`src/rtl/pla_pkg.sv`:
```
`timescale 1ns/1ps
package pla_pkg;
  localparam int IN_W      = 8;
  localparam int TERMS     = 24;
  localparam int OUTS      = 8;
  localparam int GRP_W     = IN_W;
  localparam int NGRP      = TERMS / GRP_W;
  localparam int CFG_DEPTH = 2 * TERMS + OUTS * NGRP;
  localparam int ADDR_W    = $clog2(CFG_DEPTH) + 0;

  typedef struct packed {
    logic loadTerms;   // register the AND plane from the live input
    logic loadOut;     // register the OR plane and raise done
    logic allowWrite;  // configuration may change this edge
  } pla_ctrl_t;
endpackage

```
`src/rtl/pla_control.sv`:
```
`timescale 1ns/1ps
module pla_control
  import pla_pkg::*;
(
  input  logic      clk,
  input  logic      rstN,
  input  logic      evalStrobe,
  output pla_ctrl_t ctrl
);
  logic stageQ;

  always_ff @(posedge clk or negedge rstN) begin
    if (!rstN) stageQ <= 1'b0;
    else       stageQ <= evalStrobe;
  end

  always_comb begin
    ctrl.loadTerms  = evalStrobe;
    ctrl.loadOut    = stageQ;
    ctrl.allowWrite = !evalStrobe && !stageQ;
  end
endmodule

```
`src/rtl/pla_datapath.sv`:
```
`timescale 1ns/1ps
module pla_datapath
  import pla_pkg::*;
#(
  parameter int P_IN_W   = IN_W,
  parameter int P_TERMS  = TERMS,
  parameter int P_OUTS   = OUTS,
  parameter int P_ADDR_W = ADDR_W
) (
  input  logic                clk,
  input  logic                rstN,
  input  pla_ctrl_t           ctrl,
  input  logic [P_IN_W-1:0]   inVec,
  input  logic                cfgWe,
  input  logic [P_ADDR_W-1:0] cfgAddr,
  input  logic [P_IN_W-1:0]   cfgData,
  output logic [P_TERMS-1:0]  termQ,
  output logic [P_OUTS-1:0]   yQ,
  output logic                doneQ
);
  localparam int GW        = P_IN_W;
  localparam int NG        = P_TERMS / GW;
  localparam int CARE_BASE = P_TERMS;
  localparam int SEL_BASE  = 2 * P_TERMS;

  logic [P_IN_W-1:0]  matchQ [P_TERMS];
  logic [P_IN_W-1:0]  careQ  [P_TERMS];
  logic [P_TERMS-1:0] selQ   [P_OUTS];
  logic [P_TERMS-1:0] termNow;
  logic [P_OUTS-1:0]  outNow;
  logic               wrOk;

  assign wrOk = cfgWe && ctrl.allowWrite;

  // configuration store, decoded by address
  always_ff @(posedge clk or negedge rstN) begin
    if (!rstN) begin
      for (int t = 0; t < P_TERMS; t++) begin
        matchQ[t] <= '0;
        careQ[t]  <= '0;
      end
      for (int o = 0; o < P_OUTS; o++) selQ[o] <= '0;
    end else if (wrOk) begin
      for (int t = 0; t < P_TERMS; t++) begin
        if (cfgAddr == P_ADDR_W'(t))             matchQ[t] <= cfgData;
        if (cfgAddr == P_ADDR_W'(CARE_BASE + t)) careQ[t]  <= cfgData;
      end
      for (int o = 0; o < P_OUTS; o++) begin
        for (int g = 0; g < NG; g++) begin
          if (cfgAddr == P_ADDR_W'(SEL_BASE + o * NG + g))
            selQ[o][g*GW +: GW] <= cfgData;
        end
      end
    end
  end

  // AND plane
  for (genvar t = 0; t < P_TERMS; t++) begin : g_term
    assign termNow[t] = ~|((inVec ^ matchQ[t]) & careQ[t]);
  end

  // OR plane
  for (genvar o = 0; o < P_OUTS; o++) begin : g_out
    assign outNow[o] = |(termQ & selQ[o]);
  end

  always_ff @(posedge clk or negedge rstN) begin
    if (!rstN) begin
      termQ <= '0;
      yQ    <= '0;
      doneQ <= 1'b0;
    end else begin
      if (ctrl.loadTerms) termQ <= termNow;
      if (ctrl.loadOut)   yQ    <= outNow;
      doneQ <= ctrl.loadOut;
    end
  end
endmodule

```
`src/rtl/pla_array.sv`:
```
`timescale 1ns/1ps
module pla_array
  import pla_pkg::*;
(
  input  logic              clk,
  input  logic              rstN,
  input  logic              evalStrobe,
  input  logic [IN_W-1:0]   inVec,
  input  logic              cfgWe,
  input  logic [ADDR_W-1:0] cfgAddr,
  input  logic [IN_W-1:0]   cfgData,
  output logic [OUTS-1:0]   yOut,
  output logic              doneOut
);
  pla_ctrl_t        ctrl;
  logic [TERMS-1:0] termQ;

  pla_control ctrl_i (
    .clk       (clk),
    .rstN      (rstN),
    .evalStrobe(evalStrobe),
    .ctrl      (ctrl)
  );

  pla_datapath #(
    .P_IN_W  (IN_W),
    .P_TERMS (TERMS),
    .P_OUTS  (OUTS),
    .P_ADDR_W(ADDR_W)
  ) dp_i (
    .clk    (clk),
    .rstN   (rstN),
    .ctrl   (ctrl),
    .inVec  (inVec),
    .cfgWe  (cfgWe),
    .cfgAddr(cfgAddr),
    .cfgData(cfgData),
    .termQ  (termQ),
    .yQ     (yOut),
    .doneQ  (doneOut)
  );
endmodule

```
`config.mk`:
```
export PLATFORM = sky130hd
export DESIGN_NAME = pla_array
export DESIGN_NICKNAME = d
export VERILOG_FILES = /design/src/rtl/pla_pkg.sv /design/src/rtl/pla_control.sv /design/src/rtl/pla_datapath.sv /design/src/rtl/pla_array.sv
export SDC_FILE = /design/constraint.sdc
export NUM_CORES = 1
export LEC_CHECK = 0
export ABC_AREA = 1
export ABC_CLOCK_PERIOD_IN_PS = 3200
export BUFFER_PORTS_ARGS = -buffer_cell sky130_fd_sc_hd__buf_2
export CAP_MARGIN = 20
export CELL_PAD_IN_SITES_DETAIL_PLACEMENT = 0
export CELL_PAD_IN_SITES_GLOBAL_PLACEMENT = 1
export CORE_ASPECT_RATIO = 0.7
export CORE_MARGIN = 10
export CORE_UTILIZATION = 52
export DETAILED_ROUTE_END_ITERATION = 6
export PLACE_DENSITY_LB_ADDON = 0.1
export SYNTH_ARGS = -nofsm -noshare
export SYNTH_HDL_FRONTEND = slang
export SYNTH_HIERARCHICAL = 1
export SYNTH_SLANG_ARGS = --single-unit
```
`constraint.sdc`:
```
create_clock -name clk -period 3.2 [get_ports clk]
set_input_delay 0.48 -clock clk [delete_from_list [all_inputs] [get_ports clk]]
set_output_delay 0.48 -clock clk [all_outputs]
set_load 0.02 [all_outputs]
```
==> key figures, run 1 <==
Critical path
  • CP peak stage delay: 0.85 ns
  • Setup crit start kind: register
  • Family with the most delay on the worst path: simple AND/OR/NAND/NOR gates
  • Buf+Inv Stages, Crit Path: 2
  • Critical path endpoint category: register
  • Critical path arrival: 2.87 ns
  • Crit-path max FO: 18
  • CP Cell Sequence: nor2_1 > nand2_2 > nor3_1 > buf_4 > nand2_1 > buf_4 > nand2_1 > o21ai_0
  • Worst endpoint required time: 3.66 ns
  • Worst path slowest cell: nor3_1
  • Worst Path Class, Setup: register to register

Synthesis
  • Syn_nets: 3364
  • Warnings, synthesis: 6
  • Post-synthesis sequential area ratio: 56.8%
  • Synth Area in Compound Gates: 11.5%
  • Simple-gate share of the synthesized area: 27.4%
  • Adder-cell share of the synthesized area: 0%
  • Mapped Area: 26900 um^2
  • Largest family of logic cells by synthesized area: simple AND/OR/NAND/NOR gates
  • Synthesis-stage register bit count: 610
  • Mux contribution to synthesized area: 0%
  • Syn Inst Count: 3337
  • Post-Synth XOR/XNOR Area: 0%
  • Avg Inst Size Synth: 8.05 um^2
  • Count of different cell masters after synthesis: 17

Clock tree
  • Longest Clk Path Bufs: 3
  • CTS Buf Count: 58
  • Sink Count: 610
  • Clock Root Buffer: clkbuf_16
  • Clock Latency Late Sink: 0.62 ns
  • Post-CTS setup buffers: 0
  • TritonCTS clock tree: done
  • CTS clk-pin slew, worst paths: 0.06 ns
  • H-tree depth: 2
  • Post-cts sizing count: 0

Floorplan
  • Row count: 69
  • Die Ht: 210 um
  • Core Area: 50900 um^2
  • Die width: 292 um
  • Io pins: 36
  • Initial core utilization: 52.7%
  • Die ar.: 61300 um^2

Placement
  • Post-DP HPWL: 50000 um
  • Area after DPL: 28100 um^2
  • GPL Wtd Cong: 0.857
  • Port bufs: 35
  • Pre-CTS WS: 0.715 ns

Power and ir drop
  • Sw power: 0.00407 W
  • Combinational share of power: 7.1%
  • Power Density: 551 nW/um^2
  • Clock Power Share: 43.4%
  • Peak VDD IR: 464 uV
  • Sequential share of power: 49.5%
  • Int Power: 0.0125 W
  • Leakage: 14.2 nW
  • Net Sw Frac: 24.5%

STA
  • Slew @ Worst Pin: 0.968 ns
  • Relative slew slack: 35.0%
  • Fin crit share: 75.2%
  • Worst Skew: 0.00913 ns
  • Minimum clock period: 2.41 ns
  • Peak Freq: 416 MHz
  • Unrepaired setup endpoints after global routing: false
  • Final slew viol count: 0
  • Hold Fails Final Rpt: 0
  • Sum Neg Setup Slack: 0 ns
  • Setup-failing EPs final: 0
  • Min Hold Slack: 0.379 ns
  • Final setup margin: 0.793 ns

Routing
  • Detailed Route Iter0 Violations: 2062
  • Drt wl/cell: 19.9 um
  • First-pass detailed-route iteration total: 7
  • Vias post-DR: 22429
  • # DRC: 0
  • Mean number of vias per cell: 5.53
  • Antenna-violating nets left: 0
  • Routed WL: 80600 um

Hold path
  • Hold WC Path Type: primary input to register

GRT
  • GRT Total Usage: 26.3%
  • First-pass GRT wire length: 126000 um
  • GRT Residual Overflow: 0
  • Vias in the first global route: 21206
  • Initial antenna violation count: 0
  • Largest net degree at the start of global routing: 109

Run
  • Max-Cap Viols: 0

Status
  • Status: complete, no violations

Cells and area
  • N_diodes: 0
  • # fillers: 4551
  • Final Instance Area: 30100 um^2
  • Fin nets: 3366
  • Layout cell share with drive strength beyond 1: 10.2%
  • Multi-input gate area: 10400 um^2
  • Area growth syn-to-layout: 12.1%
  • Flip-flop and latch area: 15300 um^2
==> final timing paths <==
| kind | start | to | slack (ns) | cells after the start |
|---|---|---|---|---|
| hold / removal | evalStrobe | ctrl_i/stageQ$_DFF_PN0_ | 0.38 | 2 |
| max in group asynchronous | rstN | dp_i/selQ[136]$_DFFE_PN0P_ | 1.69 | 3 |
| min in group asynchronous | rstN | dp_i/careQ[186]$_DFFE_PN0P_ | 0.45 | 2 |
| setup / recovery | ctrl_i/stageQ$_DFF_PN0_ | dp_i/matchQ[48]$_DFFE_PN0P_ | 0.79 | 8 |
| hold reg to reg | dp_i/careQ[104]$_DFFE_PN0P_ | dp_i/careQ[104]$_DFFE_PN0P_ | 0.49 | 2 |
| setup reg to reg | ctrl_i/stageQ$_DFF_PN0_ | dp_i/matchQ[48]$_DFFE_PN0P_ | 0.79 | 8 |
==> worst reg2reg max path: cells and delay by family (launching register included) <==
family | cells | cell delay, ns
and+or+nand+nor | 5 | 1.35
DFF | 1 | 0.38
AOI/OAI and AO/OA | 1 | 0.07
buffers and inverters | 2 | 0.46
==> metal layers <==
metal | vias to the layer above | share of wire (%) | global-route usage, %
met1 | 10875 | 46 | 37.7
met4 | 0 | 3.5 | 9.44
met2 | 722 | 43 | 39.5
li1 | 10677 | - | -
met3 | 155 | 7.9 | 5.03
met5 | - | 0 | 0
==> stage by stage <==
step | total power [W] | instances | utilization (%)
global route | 0.0172 | 4058 | 59.1
global placement | 0.00950 | 3952 | 55.2
detailed placement | 0.00953 | 3952 | 55.2
finish | 0.0166 | 4058 | 59.1
floorplan | 0.00887 | 3337 | -
CTS | 0.0167 | 4058 | 59.1
==> placed cells by master (no fill, tap or decap) <==
master	synthesis	routed
buf_2	19	34
nand2_1	1352	1352
a21oi_1	16	16
buf_8	0	1
clkbuf_16	0	61
dlygate4sd3_1	0	1
nor3_2	2	2
clkbuf_8	0	12
nor3_1	14	14
nor3_4	1	1
inv_6	0	1
bufinv_16	0	6
inv_2	0	8
nor3b_1	2	2
nor2_1	147	147
clkinv_2	0	10
nand2_2	1	1
inv_1	92	84
buf_12	0	17
or2_2	96	96
clkinvlp_4	0	1
nand3_1	200	200
o21ai_0	600	600
clkbuf_1	178	14
buf_4	5	93
dfrtp_1	610	610
==> cells in the mapped netlist <==
master	n	area [um^2]
a21oi_1	16	80.1
buf_1	2	7.51
buf_2	19	95.1
buf_4	5	37.5
clkbuf_1	178	668
dfrtp_1	610	15300
inv_1	92	345
nand2_1	1352	5070
nand2_2	1	6.26
nand3_1	200	1000
nor2_1	147	552
nor3_1	14	70.1
nor3_2	2	20.0
nor3_4	1	16.3
nor3b_1	2	15.0
o21ai_0	600	3000
or2_2	96	601
==> power groups by stage <==
stage	combinational, W	sequential (W)	clock (W)
2_1_floorplan	0.000646	0.00822	0
3_3_place_gp	0.00115	0.00835	0
3_5_place_dp	0.00118	0.00835	0
4_1_cts	0.00118	0.00821	0.00734
5_1_grt	0.00132	0.00824	0.00766
6_report	0.00118	0.00823	0.00721
==> logic make-up (layout without fill, tap and decap cells) <==
logic type | Yosys count | in the layout
AND/OR/NAND/NOR | 1815 | 1815
AO/OA/AOI/OAI | 616 | 616
buffers and inverters | 296 | 343
flip-flops | 610 | 610
==> flip-flops by register name, indices dropped and copies added (netlist names) <==
name           count
ctrl_i/stageQ      1
dp_i/careQ       192
dp_i/doneQ         1
dp_i/matchQ      192
dp_i/selQ        192
dp_i/termQ        24
dp_i/yQ            8
==> cell type report <==
| cell class | instances | share of cell area [%] |
|---|---|---|
| Inverter | 92 | 1.15 |
| Sequential cell | 610 | 50.7 |
| Timing Repair Buffer | 146 | 4.10 |
| Clock buffer | 87 | 5.79 |
| Multi-Input combinational cell | 2431 | 34.7 |
| Tap cell | 674 | 2.80 |
| Clock inverter | 18 | 0.818 |
==> what timing repair did <==
| action | in CTS | in global routing |
|---|---|---|
| setup endpoints to repair | 0 | 0 |
| hold buffers | 1 | 0 |
| hold endpoints to repair | 45 | 0 |
No activity file was read; power rests on OpenSTA's default activity.
==> run 2: changes to the inputs <==
Settings changed: ABC_CLOCK_PERIOD_IN_PS 3200 to 2300, CORE_UTILIZATION 52 to 48.
Clock period 3.2 ns to 2.3 ns, I/O delays scaled along.
==> key figures, run 2 (synthesis gave the netlist of run 1 again) <==
Status
  • Status: complete, but fails checks
  • Failing checks: negative setup slack

Critical path
  • Worst Path Class, Setup: register to register
  • Worst endpoint required time: 2.78 ns (-0.88 ns)
  • R2R depth: 8 (unchanged)
  • Critical path arrival: 2.81 ns (-0.06 ns)
  • Worst path slowest cell: nor3_1
  • CP Cell Sequence: nor2_1 > nand2_2 > nor3_1 > buf_4 > nand2_1 > buf_4 > nand2_1 > o21ai_0
  • R2r setup slk: -0.03 ns (-0.82 ns)
  • Critical path endpoint category: register
  • CP peak stage delay: 0.80 ns (-0.05 ns)
  • Launch point of the worst reg-to-reg path: ctrl_i/stageQ$_DFF_PN0_
  • R2R Path End: dp_i/selQ[65]$_DFFE_PN0P_
  • Setup crit start kind: register
  • Crit-path max FO: 18 (unchanged)

Hold path
  • Hold WC Path Type: primary input to register
  • Hold Path Sink: dp_i/careQ[173]$_DFFE_PN0P_
  • Hold Crit Depth: 3 (+1)
  • Hold path start: cfgData[5]

STA
  • Setup-failing EPs final: 21 (+21)
  • Relative slew slack: 40.1% (+5.1 points)
  • Final setup margin: -0.0255 ns (-0.819 ns)
  • Peak Freq: 430 MHz (+3.5%)
  • Minimum clock period: 2.33 ns (-0.0811 ns)
  • Slew @ Worst Pin: 0.892 ns (-0.0759 ns)
  • Hold Fails Final Rpt: 0 (unchanged)
  • Final slew viol count: 0 (unchanged)
  • Worst Skew: 0.0213 ns (+0.0122 ns)
  • Fin crit share: 101% (+26 points)
  • Unrepaired setup endpoints after global routing: true

Floorplan
  • Die width: 303 um (+3.8%)
  • Core Area: 55300 um^2 (+8.6%)
  • Row count: 72 (+4.3%)
  • Die Ht: 218 um (+3.7%)
  • Initial core utilization: 48.6% (-4.2 points)
  • Io pins: 36 (unchanged)
  • Die ar.: 66000 um^2 (+7.6%)

Placement
  • Port bufs: 35 (unchanged)
  • Pre-CTS WS: -0.122 ns (-0.837 ns)
  • GPL Wtd Cong: 0.862 (+0.60%)
  • Post-DP HPWL: 50400 um (+0.82%)
  • Placed Cells: 4009 (+1.4%)

Power and ir drop
  • Leakage: 14.3 nW (+0.21%)
  • Peak VDD IR: 507 uV (+9.3%)
  • Power Density: 757 nW/um^2 (+37%)

GRT
  • First-pass GRT wire length: 129000 um (+2.7%)
  • Met1 Usage GRT: 38.0% (+0.26 points)
  • Largest net degree at the start of global routing: 73 (-33%)
  • GRT Total Usage: 25.4% (-0.92 points)
  • Met3 Track Usage GR: 3.88% (-1.2 points)
  • Vias in the first global route: 21470 (+1.2%)
  • GRT Residual Overflow: 0 (unchanged)
  • Most Crowded Layer GR: met2
  • Initial antenna violation count: 1 (+1)
  • GR Util met2: 38.2% (-1.3 points)

Cells and area
  • # fillers: 5149 (+13%)
  • Most frequent cells in the layout: nand2_1, dfrtp_1, o21ai_0
  • Final core occ: 54.7% (-4.4 points)
  • Layout cell share with drive strength beyond 1: 9.96% (-0.20 points)
  • Area growth syn-to-layout: 12.7%
  • Biggest regs: dp_i/careQ x192, dp_i/matchQ x192, dp_i/selQ x192
  • Fin nets: 3358 (-0.24%)
  • Most common cell after layout, fill and taps aside: nand2_1
  • Final Non-Filler Cells: 4113 (+1.4%)

Clock tree
  • Post-CTS setup buffers: 0 (unchanged)
  • Sink Count: 610 (unchanged)
  • Longest Clk Path Bufs: 3 (unchanged)
  • CTS clk-pin slew, worst paths: 0.06 ns (about the same)
  • CTS Buf Count: 59 (+1.7%)
  • TritonCTS clock tree: done
  • H-tree depth: 2 (unchanged)
  • Clock Root Buffer: clkbuf_16
  • Clock Latency Late Sink: 0.63 ns (about the same)

Routing
  • Vias post-DR: 22321 (-0.48%)
  • Routed WL: 82900 um (+2.8%)
  • # DRC: 0 (unchanged)
  • First-pass detailed-route iteration total: 6 (-1)
  • Detailed Route Iter0 Violations: 2260 (+9.6%)
  • Antenna-violating nets left: 0 (unchanged)
  • Mean number of vias per cell: 5.43 (-1.8%)
  • Drt wl/cell: 20.2 um (+1.5%)

Run
  • Max-Cap Viols: 0 (unchanged)
==> run 2: cell types whose count changed in the layout (fill, tap and decap cells not counted), sizes merged <==
cell	before	now
bufinv	6	1
diode	0	1
clkbuf	87	94
clkinvlp	1	0
clkinv	10	7
buf	145	136
inv	93	92
==> run 2: layout make-up <==
type	instances	area [um^2]	share of cell area [%]
inverter	92	345	1.14
tap	740	926	3.06
sequential	610	15300	50.4
antenna	1	2.50	0.00826
multi-input combinational	2431	10400	34.5
timing repair buffer	137	1370	4.51
clock inverter	8	65.1	0.215
clock buffer	94	1860	6.14
==> run 2: metrics by stage <==
stage | hold slack (ns) | total power (W) | cell area [um^2] | setup TNS [ns]
3_5_place_dp | 0.259 | 0.0133 | 28300 | -3.12
6_report | 0.192 | 0.0229 | 30300 | -0.272
5_1_grt | 0.192 | 0.0237 | 30300 | -3.44
4_1_cts | 0.148 | 0.0231 | 30300 | 0
2_1_floorplan | 0.0494 | 0.0123 | 26900 | 0
3_3_place_gp | 0.257 | 0.0133 | 28300 | -1.57
==> run 2: repair_timing <==
item                                    in CTS  in global routing
endpoints found under the hold margin      189                  0
endpoints found under the setup margin      22                 96
gates resized for setup                      1                  1
hold buffers                                 1                  0
==> run 2: how the worst max path moves through the flow <==
stage / startpoint / endpoint / slack (ns) / cells after the start
6_report: ctrl_i/stageQ$_DFF_PN0_ / dp_i/selQ[65]$_DFFE_PN0P_ / -0.03 / 8
5_1_grt: ctrl_i/stageQ$_DFF_PN0_ / dp_i/careQ[114]$_DFFE_PN0P_ / -0.10 / 5
4_1_cts: ctrl_i/stageQ$_DFF_PN0_ / dp_i/matchQ[115]$_DFFE_PN0P_ / 0.02 / 7
3_5_place_dp: evalStrobe / dp_i/selQ[152]$_DFFE_PN0P_ / -0.12 / 7
3_3_place_gp: evalStrobe / dp_i/matchQ[155]$_DFFE_PN0P_ / -0.07 / 8
2_1_floorplan: ctrl_i/stageQ$_DFF_PN0_ / dp_i/matchQ[101]$_DFFE_PN0P_ / 0.59 / 8
==> run 2: power by group <==
part | switching (W) | internal (W)
Combinational | 0.00117 | 0.000529
Clock | 0.00419 | 0.00559
Sequential | 0.000377 | 0.0111
==> run 2: critical path, delay by kind of cell (launching register included) <==
| family | cells | cell delay (ns) |
|---|---|---|
| and+or+nand+nor | 5 | 1.27 |
| buffers and inverters | 2 | 0.45 |
| DFF | 1 | 0.37 |
| AOI/OAI and AO/OA | 1 | 0.07 |
==> run 2: routing by layer <==
layer  part of all wire (%)  vias to the layer above
met2                     44                      682
li1                       -                    10660
met5                      0                        -
met4                    2.0                        0
met3                    7.5                       99
met1                     47                    10880
